===== config.mk =====
export PLATFORM = sky130hd
export DESIGN_NAME = dstream_out_engine
export DESIGN_NICKNAME = d
export VERILOG_FILES = /design/src/rtl/dso_pkg.sv /design/src/rtl/dso_desc_store.sv /design/src/rtl/dso_ctrl.sv /design/src/rtl/dstream_out_engine.sv
export SDC_FILE = /design/constraint.sdc
export NUM_CORES = 1
export LEC_CHECK = 0
export BUFFER_PORTS_ARGS = -buffer_cell sky130_fd_sc_hd__buf_2
export CORE_ASPECT_RATIO = 0.7
export CORE_UTILIZATION = 30
export DETAILED_ROUTE_END_ITERATION = 10
export GPL_ROUTABILITY_DRIVEN = 0
export HOLD_SLACK_MARGIN = 0.15
export PLACE_DENSITY_LB_ADDON = 0.15
export SLEW_MARGIN = 20
export SYNTH_ARGS = -nofsm -noshare
export SYNTH_HDL_FRONTEND = slang
export SYNTH_SLANG_ARGS = --single-unit

===== constraint.sdc =====
create_clock -name clk -period 3.6 [get_ports clk]
set_input_delay 0.36 -clock clk [delete_from_list [all_inputs] [get_ports clk]]
set_output_delay 0.36 -clock clk [all_outputs]
set_load 0.01 [all_outputs]

===== src/rtl/dso_pkg.sv =====
package dso_pkg;
    localparam int WORD_W      = 32;
    localparam int DESC_WORDS  = 4;
    localparam int IDX_W       = $clog2(DESC_WORDS);
    localparam int MD_W        = 16;
    // flags word bit positions
    localparam int FL_EOL      = 0;
    localparam int FL_OEOP     = 3;
    localparam int FL_IRQ      = 4;
    localparam int FL_MD_LSB   = 16;
    localparam logic [WORD_W-1:0] CTX_DIS_WORD = 32'h0000_8000;

    typedef enum logic [2:0] {
        S_IDLE, S_FETCH, S_META, S_DREAD, S_DSEND, S_WBACK, S_CTXWR, S_HALT
    } dso_state_e;
endpackage


===== src/rtl/dso_desc_store.sv =====
module dso_desc_store
    import dso_pkg::*;
(
    input  logic              clk,
    input  logic              rst_n,
    input  logic              we_i,
    input  logic [IDX_W-1:0]  idx_i,
    input  logic [WORD_W-1:0] din_i,
    output logic [WORD_W-1:0] next_o,
    output logic [WORD_W-1:0] buf_o,
    output logic [WORD_W-1:0] flags_o,
    output logic [WORD_W-1:0] end_o
);
    logic [WORD_W-1:0] word_q [DESC_WORDS];

    for (genvar g = 0; g < DESC_WORDS; g++) begin : g_word
        always_ff @(posedge clk or negedge rst_n) begin
            if (!rst_n)
                word_q[g] <= '0;
            else if (we_i && (idx_i == IDX_W'(g)))
                word_q[g] <= din_i;
        end
    end

    assign next_o  = word_q[0];
    assign buf_o   = word_q[1];
    assign flags_o = word_q[2];
    assign end_o   = word_q[3];
endmodule


===== src/rtl/dso_ctrl.sv =====
module dso_ctrl
    import dso_pkg::*;
#(
    parameter int AW = 32
) (
    input  logic              clk,
    input  logic              rst_n,
    input  logic              enable_i,
    input  logic              stop_i,
    input  logic              start_i,
    input  logic [AW-1:0]     desc_ptr_i,
    input  logic              cont_i,
    input  logic [AW-1:0]     ctx_addr_i,
    output logic              rd_req_o,
    output logic [AW-1:0]     rd_addr_o,
    input  logic              rd_valid_i,
    input  logic [WORD_W-1:0] rd_data_i,
    output logic              wr_req_o,
    output logic [AW-1:0]     wr_addr_o,
    output logic [WORD_W-1:0] wr_data_o,
    input  logic              wr_ack_i,
    output logic              m_valid_o,
    input  logic              m_ready_i,
    output logic [WORD_W-1:0] m_data_o,
    output logic              m_last_o,
    output logic              md_valid_o,
    output logic [MD_W-1:0]   md_data_o,
    output logic              irq_o,
    output logic              running_o,
    output logic              eol_o,
    output logic              st_we_o,
    output logic [IDX_W-1:0]  st_idx_o,
    input  logic [AW-1:0]     next_i,
    input  logic [AW-1:0]     buf_i,
    input  logic [WORD_W-1:0] flags_i,
    input  logic [AW-1:0]     end_i
);
    localparam logic [AW-1:0] STEP = AW'(WORD_W / 8);
    localparam logic [AW-1:0] FLAGS_OFF = AW'(2 * (WORD_W / 8));

    dso_state_e         state_q, state_d;
    logic [IDX_W-1:0]   idx_q;
    logic [AW-1:0]      cur_q, ptr_q;
    logic [WORD_W-1:0]  beat_q;
    logic               eol_q, run_q, pkt_q, reread_q;
    logic               go_start, go_cont, buf_done, last_word;

    assign go_start  = start_i && enable_i;
    assign go_cont   = cont_i && enable_i && !stop_i && run_q && flags_i[FL_EOL];
    assign buf_done  = (ptr_q == end_i);
    assign last_word = (idx_q == IDX_W'(DESC_WORDS - 1));

    always_ff @(posedge clk or negedge rst_n) begin
        if (!rst_n) state_q <= S_IDLE;
        else        state_q <= state_d;
    end

    always_comb begin
        state_d = state_q;
        unique case (state_q)
            S_IDLE:  if (go_start) state_d = S_FETCH;
            S_FETCH: if (rd_valid_i && last_word) begin
                         if (reread_q) state_d = flags_i[FL_EOL] ? S_HALT : S_FETCH;
                         else          state_d = pkt_q ? S_META : S_DREAD;
                     end
            S_META:  state_d = S_DREAD;
            S_DREAD: if (buf_done)        state_d = S_WBACK;
                     else if (rd_valid_i) state_d = S_DSEND;
            S_DSEND: if (m_ready_i) state_d = S_DREAD;
            S_WBACK: if (wr_ack_i) state_d = flags_i[FL_EOL] ? S_CTXWR : S_FETCH;
            S_CTXWR: if (wr_ack_i) state_d = S_HALT;
            S_HALT:  if (go_start || go_cont) state_d = S_FETCH;
            default: state_d = S_IDLE;
        endcase
    end

    always_ff @(posedge clk or negedge rst_n) begin
        if (!rst_n) begin
            idx_q <= '0; cur_q <= '0; ptr_q <= '0; beat_q <= '0;
            eol_q <= 1'b0; run_q <= 1'b0; pkt_q <= 1'b0; reread_q <= 1'b0;
        end else begin
            unique case (state_q)
                S_IDLE, S_HALT: begin
                    if (go_start) begin
                        cur_q <= desc_ptr_i; eol_q <= 1'b0; run_q <= 1'b1;
                        pkt_q <= 1'b1; reread_q <= 1'b0; idx_q <= '0;
                    end else if (state_q == S_HALT && go_cont) begin
                        reread_q <= 1'b1; idx_q <= '0;
                    end
                end
                S_FETCH: if (rd_valid_i) begin
                    idx_q <= idx_q + IDX_W'(1);
                    if (last_word) begin
                        reread_q <= 1'b0;
                        if (!reread_q) begin
                            ptr_q <= buf_i;
                        end else if (!flags_i[FL_EOL]) begin
                            cur_q <= next_i; eol_q <= 1'b0;
                        end
                    end
                end
                S_META:  pkt_q <= 1'b0;
                S_DREAD: if (!buf_done && rd_valid_i) beat_q <= rd_data_i;
                S_DSEND: if (m_ready_i) ptr_q <= ptr_q + STEP;
                S_WBACK: if (wr_ack_i) begin
                    pkt_q <= flags_i[FL_OEOP];
                    if (flags_i[FL_EOL]) eol_q <= 1'b1;
                    else                 cur_q <= next_i;
                end
                S_CTXWR: ;
                default: ;
            endcase
        end
    end

    always_comb begin
        rd_req_o   = 1'b0;
        rd_addr_o  = ptr_q;
        wr_req_o   = 1'b0;
        wr_addr_o  = cur_q + FLAGS_OFF;
        wr_data_o  = flags_i;
        m_valid_o  = 1'b0;
        m_last_o   = 1'b0;
        md_valid_o = 1'b0;
        irq_o      = 1'b0;
        st_we_o    = 1'b0;
        unique case (state_q)
            S_FETCH: begin
                rd_req_o  = 1'b1;
                rd_addr_o = cur_q + AW'({idx_q, 2'b00});
                st_we_o   = rd_valid_i;
            end
            S_META:  md_valid_o = 1'b1;
            S_DREAD: rd_req_o = !buf_done;
            S_DSEND: begin
                m_valid_o = 1'b1;
                m_last_o  = flags_i[FL_OEOP] && ((ptr_q + STEP) == end_i);
            end
            S_WBACK: begin
                wr_req_o = 1'b1;
                irq_o    = wr_ack_i && flags_i[FL_IRQ];
            end
            S_CTXWR: begin
                wr_req_o  = 1'b1;
                wr_addr_o = ctx_addr_i;
                wr_data_o = CTX_DIS_WORD;
            end
            default: ;
        endcase
    end

    assign m_data_o  = beat_q;
    assign md_data_o = flags_i[FL_MD_LSB +: MD_W];
    assign st_idx_o  = idx_q;
    assign running_o = run_q;
    assign eol_o     = eol_q;

    // an offered beat stays put until taken
    assert_beat_hold_R3: assert property (@(posedge clk) disable iff (!rst_n)
        m_valid_o && !m_ready_i |=> m_valid_o && $stable(m_data_o) && $stable(m_last_o));
    // a pending read keeps its address
    assert_rd_hold_R2: assert property (@(posedge clk) disable iff (!rst_n)
        rd_req_o && !rd_valid_i |=> rd_req_o && $stable(rd_addr_o));
    // a pending write keeps address and data
    assert_wr_hold_R6: assert property (@(posedge clk) disable iff (!rst_n)
        wr_req_o && !wr_ack_i |=> wr_req_o && $stable(wr_addr_o) && $stable(wr_data_o));
    // a halted channel presents nothing on the stream
    assert_halt_quiet_R9: assert property (@(posedge clk) disable iff (!rst_n)
        eol_o |-> !m_valid_o && !md_valid_o);
    // the interrupt event coincides with an acknowledged write
    assert_irq_on_ack_R7: assert property (@(posedge clk) disable iff (!rst_n)
        irq_o |-> wr_req_o && wr_ack_i);
    // metadata strobe is a single cycle and never alongside a beat
    assert_md_pulse_R5: assert property (@(posedge clk) disable iff (!rst_n)
        md_valid_o |=> !md_valid_o && !m_valid_o);
endmodule


===== src/rtl/dstream_out_engine.sv =====
module dstream_out_engine
    import dso_pkg::*;
#(
    parameter int AW = 32
) (
    input  logic              clk,
    input  logic              rst_n,
    input  logic              enable_i,
    input  logic              stop_i,
    input  logic              start_i,
    input  logic [AW-1:0]     desc_ptr_i,
    input  logic              cont_i,
    input  logic [AW-1:0]     ctx_addr_i,
    output logic              rd_req_o,
    output logic [AW-1:0]     rd_addr_o,
    input  logic              rd_valid_i,
    input  logic [31:0]       rd_data_i,
    output logic              wr_req_o,
    output logic [AW-1:0]     wr_addr_o,
    output logic [31:0]       wr_data_o,
    input  logic              wr_ack_i,
    output logic              m_valid_o,
    input  logic              m_ready_i,
    output logic [31:0]       m_data_o,
    output logic              m_last_o,
    output logic              md_valid_o,
    output logic [15:0]       md_data_o,
    output logic              irq_o,
    output logic              running_o,
    output logic              eol_o
);
    logic              st_we;
    logic [IDX_W-1:0]  st_idx;
    logic [WORD_W-1:0] next_w, buf_w, flags_w, end_w;

    dso_desc_store u_store (
        .clk     (clk),
        .rst_n   (rst_n),
        .we_i    (st_we),
        .idx_i   (st_idx),
        .din_i   (rd_data_i),
        .next_o  (next_w),
        .buf_o   (buf_w),
        .flags_o (flags_w),
        .end_o   (end_w)
    );

    dso_ctrl #(.AW(AW)) u_ctrl (
        .clk        (clk),
        .rst_n      (rst_n),
        .enable_i   (enable_i),
        .stop_i     (stop_i),
        .start_i    (start_i),
        .desc_ptr_i (desc_ptr_i),
        .cont_i     (cont_i),
        .ctx_addr_i (ctx_addr_i),
        .rd_req_o   (rd_req_o),
        .rd_addr_o  (rd_addr_o),
        .rd_valid_i (rd_valid_i),
        .rd_data_i  (rd_data_i),
        .wr_req_o   (wr_req_o),
        .wr_addr_o  (wr_addr_o),
        .wr_data_o  (wr_data_o),
        .wr_ack_i   (wr_ack_i),
        .m_valid_o  (m_valid_o),
        .m_ready_i  (m_ready_i),
        .m_data_o   (m_data_o),
        .m_last_o   (m_last_o),
        .md_valid_o (md_valid_o),
        .md_data_o  (md_data_o),
        .irq_o      (irq_o),
        .running_o  (running_o),
        .eol_o      (eol_o),
        .st_we_o    (st_we),
        .st_idx_o   (st_idx),
        .next_i     (next_w[AW-1:0]),
        .buf_i      (buf_w[AW-1:0]),
        .flags_i    (flags_w),
        .end_i      (end_w[AW-1:0])
    );
endmodule


==> results.sh, run 1 <==
export IMPL_antenna_cells=0
export IMPL_globalRouteMet1Util=0.322
export IMPL_routed_wl_um=47800
export IMPL_design_core_area_um2=43800
export IMPL_cp_start_kind="register"
export IMPL_worstSetupEndpointType="output pin"
export IMPL_clock_sinks=233
export IMPL_peakVddDrop_uv=394
export IMPL_synthArstFlopShare=1.00
export IMPL_synth_top_family_by_area="simple AND/OR/NAND/NOR gates"
export IMPL_synthAdderAreaFrac=0.00900
export IMPL_start_util=0.305
export IMPL_grt_pass1_vias=11000
export IMPL_routed_via_density=5.08
export IMPL_seq_area_frac_synth=0.437
export IMPL_status="completed"
export IMPL_grtUsageMet3=0.0414
export IMPL_crit_chain="ha_2, inv_1, fa_2, nand3b_1, nor2_2, and3_4, buf_4, nand2_1, xor2_1, o21ai_0, buf_2"
export IMPL_areaGrowthSynthToFinish_pct=26.9
export IMPL_synth_nets=1521
export IMPL_hold_violations=0
export IMPL_cts_root_buf="clkbuf_16"
export IMPL_fin_crit_sh=0.970
export IMPL_synth_seq_cells=233
export IMPL_die_h_um=179
export IMPL_finalSetupViolCount=0
export IMPL_hold_class="in -> reg"
export IMPL_p_per_area_nw_per_um2=990
export IMPL_die_x_um=254
export IMPL_drive_gt1_frac=0.353
export IMPL_slew_viol_final=0
export IMPL_slew_limit_headroom=0.316
export IMPL_use_met2=0.292
export IMPL_synth_area_top_cells="dfrtp_1 (44%), mux2_2 (11%), nand2_1 (5.3%)"
export IMPL_ys_types=76
export IMPL_grt_max_degree=87
export IMPL_drt_iter0_drc=771
export IMPL_synth_area_um2=13400
export IMPL_worstPathRequired_ns=3.24
export IMPL_grtUsageTotal=0.207
export IMPL_cts_tree="built"
export IMPL_nets=1800
export IMPL_firstDrtPassIters=5
export IMPL_grt_pass1_wl_um=70400
export IMPL_ioPinCount=257
export IMPL_crit_buf_inv=3
export IMPL_synthMuxAreaShare=0.149
export IMPL_tightest_slew_ns=1.02
export IMPL_yosys_area_top_type_share=0.437
export IMPL_pre_cts_ws_ns=0.0926
export IMPL_htree_levels=1
export IMPL_crit_arrival_ns=3.13
export IMPL_numCtsBuffers=28
export IMPL_finalPower_w=0.0168
export IMPL_fmax_mhz=286
export IMPL_route_detailed_drc=0
export IMPL_synth_flop_cell="dfrtp_1"
export IMPL_grt_overflow_total=0
export IMPL_clkTransAtPathRegs_ns=0.06
export IMPL_cts_buffer_depth=3
export IMPL_hpwl_um=35100
export IMPL_worst_path_largest_cell_delay_ns=0.41
export IMPL_dieArea_um2=45400
export IMPL_synth_simple_area_share=0.187
export IMPL_timing_final_ws_setup_ns=0.106
export IMPL_min_period_ns=3.49
export IMPL_synth_compound_area_frac=0.104
export IMPL_crit_type="reg -> out"
export IMPL_synthCells=1407
export IMPL_layout_commonest_cell="buf_2"
export IMPL_num_vias=11700
export IMPL_grt_busiest_layer="met1"
export IMPL_leakage_nw=7.44
export IMPL_cp_slowest_cell="dfrtp_1"
export IMPL_skew_ns=0.0220
export IMPL_portBuffers=256
export IMPL_wire_per_inst_um=20.8
export IMPL_yosys_warnings=0
export IMPL_antenna_found_initial=1
export IMPL_cp_top_family="simple AND/OR/NAND/NOR gates"
export IMPL_std_cell_rows=64
export IMPL_fin_tns_setup_ns=0
export IMPL_postLayoutCellArea_um2=16900
export IMPL_syn_area_per_cell_um2=9.49
export IMPL_cap_violations=0
export IMPL_ant_nets=0
export IMPL_synth_edf_count=0
export IMPL_final_cell_mix="buf_2 (255), dfrtp_1 (219), nand2_1 (187)"
export IMPL_placed_area_um2=15200
export IMPL_clock_latency_ns=0.56
export IMPL_yosys_area_top_type="dfrtp_1"
export IMPL_hold_slack_ns=0.175
export IMPL_synth_xor_area_share=0.0649
export IMPL_path_max_fanout=4
## report_power, final
group          internal, W  total [W]  switching (W)
sequential         0.00397    0.00533        0.00137
clock              0.00172    0.00289        0.00118
combinational      0.00374    0.00854        0.00480
total              0.00942     0.0168        0.00735
## what timing repair did
| action | in CTS | in global routing |
|---|---|---|
| resized for setup | 29 | 24 |
| endpoints found under the setup margin | 7 | 9 |
| buffers inserted | 7 | 14 |
| pin swaps | 5 | 7 |
| hold buffers | 46 | 0 |
| hold endpoints to repair | 170 | 0 |
## cells in the mapped netlist, types with 10 or more instances
| library cell | instances |
|---|---|
| dfrtp_1 | 233 |
| nand2_1 | 189 |
| mux2_2 | 136 |
| nor2_1 | 135 |
| a21oi_1 | 84 |
| clkbuf_1 | 74 |
| o21ai_0 | 63 |
| xnor2_1 | 56 |
| nand3_1 | 46 |
| a31oi_1 | 43 |
| xor2_1 | 43 |
| and2_1 | 34 |
| mux2_4 | 30 |
| buf_4 | 24 |
| nor3_1 | 22 |
| nand4_1 | 19 |
| inv_1 | 17 |
| and3_1 | 11 |
| buf_1 | 10 |
| buf_2 | 10 |
| o22ai_1 | 10 |
## logic make-up (layout without fill, tap and decap cells)
group           count (synthesis)  in the layout
mux                           167            167
flops                         233            233
fa+ha+maj                       9              9
xor+xnor                       99             99
compound gates                238            238
buf+inv                       141            440
simple gates                  520            520
## worst paths after layout
path	startpoint	endpoint	slack [ns]	cells after the start
worst max-delay path	u_ctrl.cur_q[2]	rd_addr_o[28]	0.11	11
worst min-delay path	rd_data_i[21]	u_store.next_o[21]	0.17	2
worst max register to register	u_ctrl.ptr_q[2]	u_ctrl.m_data_o[17]	0.30	9
worst min register to register	u_store.buf_o[1]	u_ctrl.ptr_q[1]	0.48	2
max in group asynchronous	rst_n	u_ctrl.ptr_q[6]	2.24	3
min in group asynchronous	rst_n	u_ctrl.m_data_o[15]	0.39	2
## metrics by stage
stage	std cells	utilization
finish	2300	0.387
detailed placement	2183	0.347
floorplan	1407	-
global placement	2183	0.347
CTS	2286	0.382
global route	2300	0.387
## area by class of cell
cell class                      instances  area, um2
Timing Repair Buffer                  372       2290
Clock inverter                          9       77.6
Clock buffer                           41        861
Tap cell                              594        743
Inverter                               18       67.6
Multi-Input combinational cell       1033       7050
Sequential cell                       233       5850
Fill cell                            4465      26900
## per-layer routing
metal	vias to the layer above	part of all wire
met3	48	0.072
met5	-	0
met4	0	0.014
li1	5418	-
met2	405	0.41
met1	5817	0.51
## registers in the layout, summed over array words and instances, names as in the netlist
| name | flops |
|---|---|
| u_ctrl.cur_q | 32 |
| u_ctrl.m_data_o | 32 |
| u_ctrl.ptr_q | 32 |
| u_store.buf_o | 32 |
| u_store.end_o | 32 |
| u_store.flags_o | 32 |
| u_store.next_o | 32 |
| u_ctrl.state_q | 3 |
| u_ctrl.st_idx_o | 2 |
| u_ctrl.eol_o | 1 |
| u_ctrl.pkt_q | 1 |
| u_ctrl.reread_q | 1 |
| u_ctrl.running_o | 1 |
Power figures use the tool's default switching activity.
==> inputs of run 2 (changes only) <==
--- a/config.mk
+++ b/config.mk
@@ -12,6 +12,7 @@
 export GPL_ROUTABILITY_DRIVEN = 0
 export HOLD_SLACK_MARGIN = 0.15
 export PLACE_DENSITY_LB_ADDON = 0.15
+export SETUP_SLACK_MARGIN = 0.4
 export SLEW_MARGIN = 20
 export SYNTH_ARGS = -nofsm -noshare
 export SYNTH_HDL_FRONTEND = slang
==> run 2 against run 1 <==
  * Die area unchanged
  * Critical path depth decreased by 1
  * Register-to-register slack improved by 0.24 ns
  * Worst setup slack improved by 0.11 ns
  * Cell area increased by 3.9%
  * Sequential share of layout area decreased by 1.3 points
  * Worst hold slack got worse by 0.0033 ns
  * Critical endpoint is now m_last_o
  * Highest routed layer unchanged
==> results.sh, run 2 (same netlist as run 1, synthesis figures left out) <==
export IMPL_status="completed"
export IMPL_min_to="u_store.next_o[21]"
export IMPL_hold_violations=0
export IMPL_min_period_ns=3.38
export IMPL_die_x_um=254
export IMPL_drt_iter0_drc=755
export IMPL_grt_pass1_wl_um=72000
export IMPL_fin_crit_sh=0.940
export IMPL_r2r_setup_slack_ns=0.54
export IMPL_htree_levels=1
export IMPL_leakage_nw=7.78
export IMPL_peakVddDrop_uv=393
export IMPL_p_sw_frac=0.438
export IMPL_grtUsageTotal=0.212
export IMPL_slew_viol_final=0
export IMPL_portBuffers=256
export IMPL_final_cell_mix="buf_2 (254), dfrtp_1 (213), nand2_1 (180)"
export IMPL_skew_ns=0.0206
export IMPL_clkTransAtPathRegs_ns=0.06
export IMPL_numCtsBuffers=28
export IMPL_antenna_found_initial=2
export IMPL_crit_chain="nand4_4, buf_4, nor2_4, buf_6, nand3b_1, a2111oi_2, and3_1, nand3_2, nor4_4, buf_2"
export IMPL_ant_nets=0
export IMPL_placed_area_um2=15200
export IMPL_slew_limit_headroom=0.313
export IMPL_worstSetupEndpointType="output pin"
export IMPL_worstReg2RegStart="u_ctrl.ptr_q[3]"
export IMPL_timing_final_ws_setup_ns=0.215
export IMPL_r2r_cells=10
export IMPL_antenna_cells=0
export IMPL_dieArea_um2=45400
export IMPL_route_detailed_drc=0
export IMPL_clock_latency_ns=0.56
export IMPL_num_vias=12000
export IMPL_p_seq_frac=0.306
export IMPL_std_cell_rows=64
export IMPL_path_max_fanout=7
export IMPL_cts_root_buf="clkbuf_16"
export IMPL_power_internal_w=0.00976
export IMPL_grt_overflow_total=0
export IMPL_wire_per_inst_um=20.9
export IMPL_die_h_um=179
export IMPL_worstPathRequired_ns=3.24
export IMPL_grt_pass1_vias=11300
export IMPL_firstDrtPassIters=5
export IMPL_cp_start_kind="register"
export IMPL_hold_class="in -> reg"
export IMPL_clock_sinks=233
export IMPL_power_switching_w=0.00762
export IMPL_combPwrFrac=0.527
export IMPL_areaGrowthSynthToFinish_pct=31.8
export IMPL_routed_wl_um=49100
export IMPL_cts_tree="built"
export IMPL_design_core_area_um2=43800
export IMPL_fmax_mhz=295
export IMPL_cap_violations=0
export IMPL_crit_path_start="u_ctrl.ptr_q[8]"
export IMPL_crit_type="reg -> out"
export IMPL_postLayoutCellArea_um2=17600
export IMPL_nets=1846
export IMPL_finalPower_w=0.0174
export IMPL_fin_tns_setup_ns=0
export IMPL_worst_path_largest_cell_delay_ns=0.42
export IMPL_cts_buffer_depth=3
export IMPL_clock_power_share=0.166
export IMPL_layout_commonest_cell="buf_2"
export IMPL_reg2reg_to="u_ctrl.m_data_o[2]"
export IMPL_fill_cells=4408
export IMPL_hold_depth=2
export IMPL_finalSetupViolCount=0
export IMPL_ioPinCount=257
export IMPL_grt_max_degree=87
export IMPL_min_delay_start="rd_data_i[21]"
export IMPL_cp_slowest_cell="dfrtp_2"
export IMPL_start_util=0.305
export IMPL_drive_gt1_frac=0.398
export IMPL_hpwl_um=35100
export IMPL_routed_via_density=5.10
export IMPL_crit_arrival_ns=3.02
export IMPL_rsz0062_at_grt="yes"
export IMPL_tightest_slew_ns=1.03
export IMPL_pre_cts_ws_ns=0.0926
export IMPL_p_per_area_nw_per_um2=987
==> run 2: area by class of cell <==
class / count / area [um2] / share of cell area
multi-input cells: 1034 / 7320 / 0.416
well taps: 594 / 743 / 0.0422
clock buffers: 41 / 861 / 0.0489
flip-flops and latches: 233 / 5860 / 0.333
clock inverters: 9 / 77.6 / 0.00441
inverters: 18 / 70.1 / 0.00398
repair buffers: 417 / 2670 / 0.152
==> run 2: worst max-delay path: cells and delay by family, from the launching register on <==
| kind | cells | cell delay (ns) |
|---|---|---|
| AO/OA/AOI/OAI | 1 | 0.38 |
| buffers and inverters | 3 | 0.52 |
| flip-flops | 1 | 0.42 |
| AND/OR/NAND/NOR | 6 | 1.14 |
==> run 2: power groups by stage <==
stage	sequential, W	combinational [W]	clock (W)
detailed placement	0.00534	0.00821	0
finish	0.00532	0.00917	0.00289
CTS	0.00527	0.00886	0.00298
floorplan	0.00472	0.00572	0
global route	0.00550	0.00999	0.00308
global placement	0.00530	0.00818	0
==> run 2: per-layer routing <==
metal / GRT usage / up-vias / wire length [um]
li1: - / 5506 / -
met1: 0.328 / 6020 / 24800
met2: 0.303 / 384 / 20200
met3: 0.0407 / 52 / 3350
met4: 0.0339 / 0 / 750
met5: 0 / - / 0
==> run 2: metrics by stage <==
step	cells	util	hold WS, ns
after global placement	2183	0.347	0.417
after global routing	2346	0.402	0.158
after floorplan	1407	-	0.0644
after CTS	2326	0.394	0.157
after detailed placement	2183	0.347	0.416
final	2346	0.402	0.172
==> run 2: repair_timing <==
action                     CTS  global route
setup endpoints to repair   33            32
pin swaps                   32            35
hold buffers                46             0
cloned                       1             0
setup buffers               46            20
hold endpoints to repair   170             0
resized for setup           92            52
==> run 2: how the worst max path moves through the flow <==
stage / depth (start not counted) / slack, ns / end
final: 10 / 0.22 / m_last_o
after global routing: 9 / 0.11 / m_last_o
after CTS: 9 / 0.19 / m_last_o
after detailed placement: 9 / 0.09 / m_last_o
after global placement: 9 / 0.27 / m_last_o
after floorplan: 8 / 0.81 / m_last_o
